$ cat src/rtl/spi_tg_pkg.sv
package spi_tg_pkg;
  localparam int FLD_W = 8;
  localparam int PW_W  = 32;

  typedef enum logic [2:0] {
    ST_IDLE, ST_SETUP, ST_LEAD, ST_TRAIL, ST_HOLD, ST_GAP
  } tg_state_e;

  // Field order is decoded by position: rate 31:24, setup 23:16, hold 15:8, release 7:0
  typedef struct packed {
    logic [FLD_W-1:0] rate;
    logic [FLD_W-1:0] setup;
    logic [FLD_W-1:0] hold;
    logic [FLD_W-1:0] gap;
  } dev_param_t;
endpackage

$ cat src/rtl/spi_tg_rate_decode.sv
module spi_tg_rate_decode
  import spi_tg_pkg::*;
#(
  parameter int CODE_W = FLD_W
) (
  input  logic [CODE_W-1:0] rate_code,
  output logic [CODE_W-1:0] half_m1
);
  localparam int IDX_W = $clog2(CODE_W);

  logic [IDX_W-1:0] msb;
  logic [CODE_W:0]  half_full;
  logic [CODE_W:0]  half_dec;

  // Highest set bit wins; an all-zero code falls back to index 0
  always_comb begin
    msb = '0;
    for (int i = 0; i < CODE_W; i++) begin
      if (rate_code[i]) msb = IDX_W'(i);
    end
  end

  assign half_full = {1'b1, {CODE_W{1'b0}}} >> msb;
  assign half_dec  = half_full - 1'b1;
  assign half_m1   = half_dec[CODE_W-1:0];

  always_comb begin
    AST_HALF_NONZERO: assert (half_full >= 2);
  end
endmodule

$ cat src/rtl/spi_tg_param_sel.sv
module spi_tg_param_sel
  import spi_tg_pkg::*;
#(
  parameter int NUM_CS = 5,
  parameter int SEL_W  = 3
) (
  input  logic [NUM_CS*PW_W-1:0] dev_param,
  input  logic [NUM_CS-1:0]      cs_cpol,
  input  logic [NUM_CS-1:0]      cs_cpha,
  input  logic [SEL_W-1:0]       sel,
  output dev_param_t             sel_word,
  output logic                   sel_cpol,
  output logic                   sel_cpha,
  output logic                   sel_ok
);
  dev_param_t words [NUM_CS];

  for (genvar g = 0; g < NUM_CS; g++) begin : g_unpack
    assign words[g] = dev_param[g*PW_W +: PW_W];
  end

  assign sel_ok = ({1'b0, sel} < (SEL_W+1)'(NUM_CS));

  always_comb begin
    sel_word = '0;
    sel_cpol = 1'b0;
    sel_cpha = 1'b0;
    for (int i = 0; i < NUM_CS; i++) begin
      if (sel == SEL_W'(i)) begin
        sel_word = words[i];
        sel_cpol = cs_cpol[i];
        sel_cpha = cs_cpha[i];
      end
    end
  end
endmodule

$ cat src/rtl/spi_tg_cs_drive.sv
module spi_tg_cs_drive #(
  parameter int NUM_CS = 5,
  parameter int SEL_W  = 3
) (
  input  logic              clk,
  input  logic              rst,
  input  logic              take,
  input  logic              release_all,
  input  logic [SEL_W-1:0]  sel,
  output logic [NUM_CS-1:0] cs_n
);
  for (genvar g = 0; g < NUM_CS; g++) begin : g_cs
    always_ff @(posedge clk) begin
      if (rst)              cs_n[g] <= 1'b1;
      else if (take)        cs_n[g] <= (sel != SEL_W'(g));
      else if (release_all) cs_n[g] <= 1'b1;
    end
  end

  AST_CS_ONEHOT: assert property (@(posedge clk) disable iff (rst)
    $onehot0(~cs_n));
endmodule

$ cat src/rtl/spi_sclk_cs_gen.sv
module spi_sclk_cs_gen
  import spi_tg_pkg::*;
#(
  parameter int NUM_CS = 5,
  parameter int SEL_W  = 3
) (
  input  logic                   clk,
  input  logic                   rst,
  input  logic [NUM_CS*PW_W-1:0] dev_param,
  input  logic [NUM_CS-1:0]      cs_cpol,
  input  logic [NUM_CS-1:0]      cs_cpha,
  input  logic [SEL_W-1:0]       dev_sel,
  input  logic                   start_req,
  input  logic                   stop_req,
  output logic                   sclk,
  output logic [NUM_CS-1:0]      cs_n,
  output logic                   shift_stb,
  output logic                   sample_stb,
  output logic                   busy
);
  localparam int CNT_W = FLD_W;

  tg_state_e        state;
  logic [CNT_W-1:0] cnt;
  dev_param_t       cfg_q;
  logic             cpol_q, cpha_q, stop_pend;
  logic             sclk_q, shift_q, sample_q;

  dev_param_t       sel_word;
  logic             sel_cpol, sel_cpha, sel_ok;
  logic [CNT_W-1:0] half_m1;
  logic             take, release_all, in_bits, accept;

  spi_tg_param_sel #(.NUM_CS(NUM_CS), .SEL_W(SEL_W)) u_sel (
    .dev_param(dev_param), .cs_cpol(cs_cpol), .cs_cpha(cs_cpha), .sel(dev_sel),
    .sel_word(sel_word), .sel_cpol(sel_cpol), .sel_cpha(sel_cpha), .sel_ok(sel_ok)
  );

  spi_tg_rate_decode #(.CODE_W(FLD_W)) u_rate (
    .rate_code(cfg_q.rate), .half_m1(half_m1)
  );

  assign accept      = (state == ST_IDLE) && start_req && sel_ok;
  assign take        = accept;
  assign release_all = (state == ST_HOLD) && (cnt == '0);
  assign in_bits     = (state == ST_SETUP) || (state == ST_LEAD) || (state == ST_TRAIL);

  spi_tg_cs_drive #(.NUM_CS(NUM_CS), .SEL_W(SEL_W)) u_cs (
    .clk(clk), .rst(rst), .take(take), .release_all(release_all),
    .sel(dev_sel), .cs_n(cs_n)
  );

  always_ff @(posedge clk) begin
    if (rst) begin
      state     <= ST_IDLE;
      cnt       <= '0;
      cfg_q     <= '0;
      cpol_q    <= 1'b0;
      cpha_q    <= 1'b0;
      stop_pend <= 1'b0;
      sclk_q    <= 1'b0;
      shift_q   <= 1'b0;
      sample_q  <= 1'b0;
    end else begin
      shift_q  <= 1'b0;
      sample_q <= 1'b0;
      if (stop_req && in_bits) stop_pend <= 1'b1;
      unique case (state)
        ST_IDLE: begin
          if (sel_ok) sclk_q <= sel_cpol;
          if (accept) begin
            state     <= ST_SETUP;
            cnt       <= sel_word.setup;
            cfg_q     <= sel_word;
            cpol_q    <= sel_cpol;
            cpha_q    <= sel_cpha;
            stop_pend <= 1'b0;
          end
        end
        ST_SETUP, ST_TRAIL: begin
          if (cnt == '0) begin
            state    <= ST_LEAD;
            cnt      <= half_m1;
            sclk_q   <= ~cpol_q;
            sample_q <= ~cpha_q;
            shift_q  <= cpha_q;
          end else begin
            cnt <= cnt - 1'b1;
          end
        end
        ST_LEAD: begin
          if (cnt == '0) begin
            sclk_q   <= cpol_q;
            sample_q <= cpha_q;
            shift_q  <= ~cpha_q;
            if (stop_pend || stop_req) begin
              state <= ST_HOLD;
              cnt   <= cfg_q.hold;
            end else begin
              state <= ST_TRAIL;
              cnt   <= half_m1;
            end
          end else begin
            cnt <= cnt - 1'b1;
          end
        end
        ST_HOLD: begin
          if (cnt == '0) begin
            state <= ST_GAP;
            cnt   <= cfg_q.gap;
          end else begin
            cnt <= cnt - 1'b1;
          end
        end
        ST_GAP: begin
          if (cnt == '0) state <= ST_IDLE;
          else           cnt   <= cnt - 1'b1;
        end
        default: state <= ST_IDLE;
      endcase
    end
  end

  assign sclk       = sclk_q;
  assign shift_stb  = shift_q;
  assign sample_stb = sample_q;
  assign busy       = (state != ST_IDLE);

  AST_STROBE_EXCL: assert property (@(posedge clk) disable iff (rst)
    !(shift_stb && sample_stb));
  AST_STROBE_ON_EDGE: assert property (@(posedge clk) disable iff (rst)
    (shift_stb || sample_stb) |-> (sclk != $past(sclk)));
  AST_IDLE_CS_HIGH: assert property (@(posedge clk) disable iff (rst)
    !busy |-> (&cs_n));
  AST_SELECT_FROM_IDLE: assert property (@(posedge clk) disable iff (rst)
    $fell(&cs_n) |-> $past(!busy));
  AST_HOLD_AT_REST: assert property (@(posedge clk) disable iff (rst)
    (state == ST_HOLD) |-> (sclk == cpol_q));
endmodule

$ cat config.mk
export PLATFORM = sky130hd
export DESIGN_NAME = spi_sclk_cs_gen
export DESIGN_NICKNAME = d
export VERILOG_FILES = /design/src/rtl/spi_tg_pkg.sv /design/src/rtl/spi_tg_rate_decode.sv /design/src/rtl/spi_tg_param_sel.sv /design/src/rtl/spi_tg_cs_drive.sv /design/src/rtl/spi_sclk_cs_gen.sv
export SDC_FILE = /design/constraint.sdc
export NUM_CORES = 1
export LEC_CHECK = 0
export ABC_AREA = 1
export CAP_MARGIN = 20
export CORE_MARGIN = 4
export CORE_UTILIZATION = 37
export CTS_BUF_LIST = sky130_fd_sc_hd__clkbuf_16
export CTS_CLUSTER_DIAMETER = 100
export CTS_CLUSTER_SIZE = 28
export DETAILED_ROUTE_END_ITERATION = 8
export PLACE_DENSITY = 0.75
export REMOVE_ABC_BUFFERS = 1
export SETUP_SLACK_MARGIN = 0.15
export SYNTH_ARGS = -nofsm -noshare
export SYNTH_HDL_FRONTEND = slang
export SYNTH_HIERARCHICAL = 1
export SYNTH_SLANG_ARGS = --single-unit
$ cat constraint.sdc
create_clock -name clk -period 2.1 [get_ports clk]
set_input_delay 0.21 -clock clk [delete_from_list [all_inputs] [get_ports clk]]
set_output_delay 0.21 -clock clk [all_outputs]
set_load 0.05 [all_outputs]
==> implementation parameters, run 1 <==
Parameter                              Value

GRT
  Global-route wire length before repair ... 22,500 µm
  Residual overflow from global routing ... 0
  Most Crowded Layer GR ... met2
  Global-route usage over all layers ... 0.214
  Met1 Usage GRT ... 0.257
  Maximum number of pins on one net before global-route repair ... 29
  Via count of the first global-routing pass ... 4,817
  Initial antenna violation count ... 1
  Global-route track usage on met3 ... 0.0515
  Met2 Track Usage GR ... 0.384

Cells and area
  Area taken by multi-input logic gates ... 0.00262 mm²
  Non-filler cells, final ... 1,053
  Sequential cell area ... 901 µm²
  Layout cell share with drive strength beyond 1 ... 0.0854
  Synthesis-to-layout area growth ... 53.3%
  Area of all placed cells without fillers ... about 0.0063 mm²
  Final net count ... roughly 1,100
  Fill count ... approximately 1,100
  Ant. Diodes ... 0

Flow run
  Max cap viols ... 0

Power and ir drop
  Leakage power ... 2.90 nW
  Total power density per cell area ... approximately 750 mW/mm²
  Worst vdd ir ... ~0.81 mV

Timing
  Relative slew slack ... 0.665
  Setup repair after global routing missed its margin ... false
  Final sum of negative setup slack ... 0 ns
  Transition time at the pin with the least slew margin ... 0.501 ns
  # setup viols final ... 0
  Fin worst setup slack ... around 0.33 ns
  Worst-case clock skew ... 0.0106 ns
  Final clock period utilization by the worst path ... 0.842
  Count of endpoints failing hold in the final timing report ... 0
  Fmax ... 565 MHz
  Worst hold margin ... 0.404 ns
  Max-slew violation total from the final report ... 0
  Time the final worst path needs with I/O delays and setup ... 1.77 ns

Die
  FP Rows ... 38
  Die H ... 113 µm
  Total core area ... 0.0108 mm²
  Chip width ... 113 µm
  Die area ... ~0.013 mm²
  Ports placed on the boundary ... 186
  Starting density of the core ... 0.379

Synthesis
  Average size of a mapped cell ... 5.60 µm²
  Area of the mapped netlist ... approximately 0.0041 mm²
  Cell count after synthesis ... 734
  Synthesis warning total ... 6

Route
  DRT antenna net count ... 0
  Remaining DRCs ... 0
  First-pass DRT Iterations ... 4
  Count of vias placed by the detailed router ... 5,029
  Drt first-iter violations ... 226
  Routed length per instance ... 13.3 µm
  Routed Wire Length ... 14,000 µm
  Via density per instance ... 4.78

CTS
  Worst skew pair latency ... around 0.3 ns
  Inserted Clock Buffers ... 5
  TritonCTS clock tree ... yes
  Number of hold buffers added after cts ... 0
  Root cell of the clock tree ... sky130_fd_sc_hd__clkbuf_16
  CTS sink cnt ... 45
  Largest buffer count on any clock path ... 2
  H-tree depth ... 2
  Clock Pin Slew Worst Setup and Hold Paths ... 0.06 ns
  Number of post-CTS setup repair buffers ... 0
  Number of instances resized during post-cts repair ... 1

Place
  Placed wire-length estimate ... 10,900 µm
  Final Wtd Congestion ... 0.889
  Placement Setup Slack ... 0.0387 ns
  Port bufs ... 180
  Dpl cells ... 1,045
  Placed Area ... 0.00616 mm²

Status
  Result of the run ... finished, final reports clean

Min path
  Start point of the worst hold path ... dev_sel[0]
  Path type of the worst min-delay path ... primary input to flop

Worst setup path
  CP startpoint ... dev_sel[1]
  WP data required ... 2.33 ns
  Element type at the critical path start ... primary input
  Worst path arrival time ... 1.99 ns
  Critical Path Sink Type ... flop
  Type of the worst setup path ... primary input to flop
  Crit path max fanout ... 11
  Reg-to-reg critical path startpoint ... state[1]
-- flip-flops by register name, indices dropped and copies added (netlist names) --
register    flops
sample_stb      1
u_cs/cs_n       5
sclk            1
stop_pend       1
cnt             8
cfg_q          23
cpol_q          1
cpha_q          1
state           3
shift_stb       1
-- metrics by stage --
step	utilization	power (mW)
3_5_place_dp	0.568	3.94
5_1_grt	0.581	5.14
2_1_floorplan	-	2.90
3_3_place_gp	0.568	3.90
6_report	0.581	4.73
4_1_cts	0.581	4.74
-- metal layers --
layer  routed length, µm  vias up
met5                  20        -
met4                 111        2
met3                1170        8
met2                6670      162
met1                6070     2186
li1                    -     2671
-- report_power, final --
part / leakage [nW] / switching [mW] / internal, mW / total, mW
registers: 0.368 / 0.129 / 1.03 / 1.16
clock network: 0.0679 / 0.364 / 0.442 / 0.806
logic: 2.46 / 1.62 / 1.15 / 2.77
total: 2.90 / 2.11 / 2.62 / 4.73
-- critical path: stages --
cell	delay, ns
sky130_fd_sc_hd__clkdlybuf4s50_1	0.51
sky130_fd_sc_hd__buf_4	0.16
sky130_fd_sc_hd__nand3_2	0.30
sky130_fd_sc_hd__buf_4	0.27
sky130_fd_sc_hd__nor2_1	0.08
sky130_fd_sc_hd__nor2_1	0.05
sky130_fd_sc_hd__nand3_1	0.06
sky130_fd_sc_hd__nor2_1	0.05
sky130_fd_sc_hd__nor2_1	0.12
sky130_fd_sc_hd__nand2_1	0.06
sky130_fd_sc_hd__a21oi_1	0.11
-- layout by cell type, fill, tap and decap left out, drive strengths merged --
cell type / instances
conb: 1
dfxtp: 45
clkinvlp: 1
o21bai: 1
a211oi: 2
o21ai: 15
clkinv: 1
nand3: 86
clkdlybuf4s50: 178
a22oi: 2
dlygate4sd2: 1
nor3: 3
nand4: 35
and2: 1
xor2: 4
a31oi: 1
ha: 3
nand3b: 2
a2111oi: 1
nor2: 116
clkbuf: 5
buf: 32
a21oi: 41
xnor2: 2
o211ai: 1
inv: 92
nand2: 241
-- cell type report --
| cell class | count | share of cell area |
|---|---|---|
| Multi-Input combinational cell | 558 | 0.416 |
| Timing Repair Buffer | 211 | 0.336 |
| Sequential cell | 45 | 0.143 |
| Inverter | 91 | 0.0550 |
| Tap cell | 140 | 0.0278 |
| Clock buffer | 5 | 0.0199 |
| Clock inverter | 3 | 0.00318 |
-- path summary, 6_finish.rpt --
path,depth (start not counted),slack [ns],endpoint
worst max register to register,11,0.37,cnt[7]
worst min register to register,2,0.45,sclk
worst min-delay path,5,0.40,u_cs/cs_n[2]
worst max-delay path,11,0.33,cnt[5]
No activity file was read; power rests on OpenSTA's default activity.
==> run 2, diff against run 1 <==
==> constraint.sdc (replaced) <==
create_clock -name clk -period 1.7 [get_ports clk]
set_input_delay 0.17 -clock clk [delete_from_list [all_inputs] [get_ports clk]]
set_output_delay 0.17 -clock clk [all_outputs]
set_load 0.05 [all_outputs]
==> run 2 against run 1 <==
Effect of this change:
- clock power is 17% higher
- sequential share of layout area is 0.49 points lower
- non-clock buffer count is 26 higher
- largest power group unchanged
- cell count is 2.6% higher
- count of clock-buffer cells in the layout stayed put
- die area stayed put
- clock skew is 0.0063 ns lower
- power is 36% higher
==> implementation parameters, run 2 (synthesis gave the netlist of run 1 again) <==
Parameter                              Value

Status
  Result of the run ... finished, final reports clean

Worst setup path
  Top cell by count, worst path ... sky130_fd_sc_hd__nand2_1
  Reg-to-reg critical path startpoint ... cnt[0]
  Buffers plus inverters on the worst setup path ... 2 (-1)
  Capture point of the worst reg-to-reg path ... cnt[6]
  Element type at the critical path start ... flop
  Largest stage delay on the critical path ... 0.32 ns (-0.19 ns)
  Cells along the critical path ... inv_2 > ha_4 > nand2_2 > nor2_4 > buf_6 > nand3_2 > nand2_1 > nand3b_1 > nand2_1 > a21oi_2
  WP data required ... 1.92 ns (-0.41 ns)
  Critical Path Sink Type ... flop
  Crit path max fanout ... 6 (-5)
  Reg2Reg Setup Slack ... 0.17 ns (-0.20 ns)
  Worst path arrival time ... 1.75 ns (-0.24 ns)
  CP startpoint ... cnt[0]
  Cell type of the slowest stage on the worst timing path ... sky130_fd_sc_hd__dfxtp_2
  Largest delay contributor family on the critical path ... simple AND/OR/NAND/NOR gates
  R2R cell count ... 10 (-1)
  Type of the worst setup path ... flop to flop

Route
  Routed length per instance ... 13.8 µm (+3.7%)
  Via density per instance ... 4.90 (+2.6%)
  Routed Wire Length ... 14,900 µm (+6.3%)
  First-pass DRT Iterations ... 5 (+1)
  Remaining DRCs ... 0 (unchanged)
  Count of vias placed by the detailed router ... 5,294 (+5.3%)
  DRT antenna net count ... 0 (unchanged)
  Drt first-iter violations ... 264 (+17%)

CTS
  Number of hold buffers added after cts ... 0 (unchanged)
  H-tree depth ... 2 (unchanged)
  Inserted Clock Buffers ... 5 (unchanged)
  TritonCTS clock tree ... yes
  Worst skew pair latency ... 0.29 ns (about the same)
  CTS sink cnt ... 45 (unchanged)
  Largest buffer count on any clock path ... 2 (unchanged)
  Root cell of the clock tree ... sky130_fd_sc_hd__clkbuf_16
  Clock Pin Slew Worst Setup and Hold Paths ... 0.06 ns (about the same)

Timing
  Time the final worst path needs with I/O delays and setup ... around 1.5 ns
  Count of endpoints failing hold in the final timing report ... 0 (unchanged)
  # setup viols final ... 0 (unchanged)
  Fin worst setup slack ... 0.172 ns (-0.159 ns)
  Worst-case clock skew ... 0.00431 ns (-0.00630 ns)
  Transition time at the pin with the least slew margin ... 0.500 ns (-0.000598 ns)
  Max-slew violation total from the final report ... 0 (unchanged)
  Setup repair after global routing missed its margin ... true
  Final clock period utilization by the worst path ... 0.899
  Fmax ... 655 MHz
  Worst hold margin ... 0.449 ns (+0.0449 ns)
  Relative slew slack ... 0.666 (+0.000900)

Die
  Die H ... 113 µm (unchanged)
  Chip width ... 113 µm (unchanged)
  Starting density of the core ... 0.379 (unchanged)
  Ports placed on the boundary ... 186 (unchanged)
  Die area ... 0.0129 mm² (unchanged)
  Total core area ... 0.0108 mm² (unchanged)
  FP Rows ... 38 (unchanged)

Cells and area
  Most common library cell in the layout ignoring fill and taps ... sky130_fd_sc_hd__nand2_1
  Final net count ... 1,119 (+2.5%)
  Flip-flop count of the largest register, all copies and words added ... 23 (unchanged)
  Registers with the most flip-flops ... cfg_q (23), cnt (8), u_cs/cs_n (5)
  Area of all placed cells without fillers ... 0.00666 mm² (+5.6%)
  Layout cell share with drive strength beyond 1 ... 0.147 (+0.0614)
  Commonest cells after routing, fill and taps aside ... 228 x sky130_fd_sc_hd__nand2_1, 168 x sky130_fd_sc_hd__clkdlybuf4s50_1, 101 x sky130_fd_sc_hd__nor2_1
  Synthesis-to-layout area growth ... 61.9%
  Ant. Diodes ... 0 (unchanged)
  Most flops, register ... cfg_q

Place
  Final Wtd Congestion ... 0.901 (+1.4%)
  Placed Area ... 0.00630 mm² (+2.3%)
  Placement Setup Slack ... -0.290 ns (-0.328 ns)
  Placed wire-length estimate ... 11,500 µm (+5.5%)
  Port bufs ... 180 (unchanged)

GRT
  Initial antenna violation count ... 0 (-1)
  Maximum number of pins on one net before global-route repair ... 34 (+17%)
  Global-route wire length before repair ... 23,800 µm (+5.8%)
  Met2 Track Usage GR ... 0.402 (+0.0178)
  Global-route usage over all layers ... 0.224 (+0.0101)
  Global-route track usage on met3 ... 0.0456 (-0.00584)
  Most Crowded Layer GR ... met2
  Met1 Usage GRT ... 0.274 (+0.0161)
  Residual overflow from global routing ... 0 (unchanged)
  Via count of the first global-routing pass ... 5,170 (+7.3%)

Power and ir drop
  Total power density per cell area ... 964 mW/mm² (+29%)
  Worst vdd ir ... 0.966 mV (+20%)
  Leakage power ... 3.10 nW (+7.0%)

Min path
  Hold path depth ... 2 (-3)
  Start point of the worst hold path ... sclk
  Path type of the worst min-delay path ... flop to flop
  Hold endpoint ... sclk

Flow run
  Max cap viols ... 0 (unchanged)
==> run 2: metal layers <==
layer,vias to the layer above,wire length [µm]
li1,2737,-
met1,2335,6160
met2,194,7260
met3,28,1190
met4,0,318
met5,-,0
==> run 2: what timing repair did <==
item,in CTS,in global routing
buffers inserted,1,7
endpoints found under the hold margin,0,0
pin swaps,3,16
gates cloned,2,0
endpoints found under the setup margin,41,41
gates resized for setup,16,44
==> run 2: power breakdown <==
group          total, mW  switching, mW  internal [mW]
Sequential          1.47          0.180           1.29
Combinational       4.01           2.24           1.77
Clock              0.941          0.409          0.532
==> run 2: layout make-up <==
cell class / instances / area, µm²
Clock inverter: 3 / 12.5
Fill cell: 1107 / 4190
Inverter: 91 / 362
Clock buffer: 5 / 125
Timing Repair Buffer: 237 / 2350
Sequential cell: 45 / 918
Tap cell: 140 / 175
Multi-Input combinational cell: 559 / 2710
==> run 2: worst max-delay path by stage <==
stage | end | slack [ns] | cells after the start
after floorplan | sclk | -0.30 | 9
after global placement | sclk | -0.22 | 11
after detailed placement | sclk | -0.29 | 11
after CTS | sample_stb | 0.15 | 1
after global routing | cnt[6] | 0.08 | 10
final | cnt[6] | 0.17 | 10
==> run 2: per-stage QoR <==
step	TNS (ns)	util	cells	power (mW)
2_1_floorplan	-5.88	-	694	3.59
3_3_place_gp	-6.23	0.581	1062	4.99
4_1_cts	0	0.599	1073	6.06
3_5_place_dp	-7.31	0.581	1062	5.04
6_report	0	0.614	1080	6.41
5_1_grt	0	0.614	1080	6.90
==> run 2: worst reg2reg max path, stage by stage, from the launching register on <==
cell,delay (ns)
sky130_fd_sc_hd__dfxtp_2,0.32
sky130_fd_sc_hd__inv_2,0.08
sky130_fd_sc_hd__ha_4,0.13
sky130_fd_sc_hd__nand2_2,0.06
sky130_fd_sc_hd__nor2_4,0.24
sky130_fd_sc_hd__buf_6,0.16
sky130_fd_sc_hd__nand3_2,0.06
sky130_fd_sc_hd__nand2_1,0.07
sky130_fd_sc_hd__nand3b_1,0.11
sky130_fd_sc_hd__nand2_1,0.09
sky130_fd_sc_hd__a21oi_2,0.13
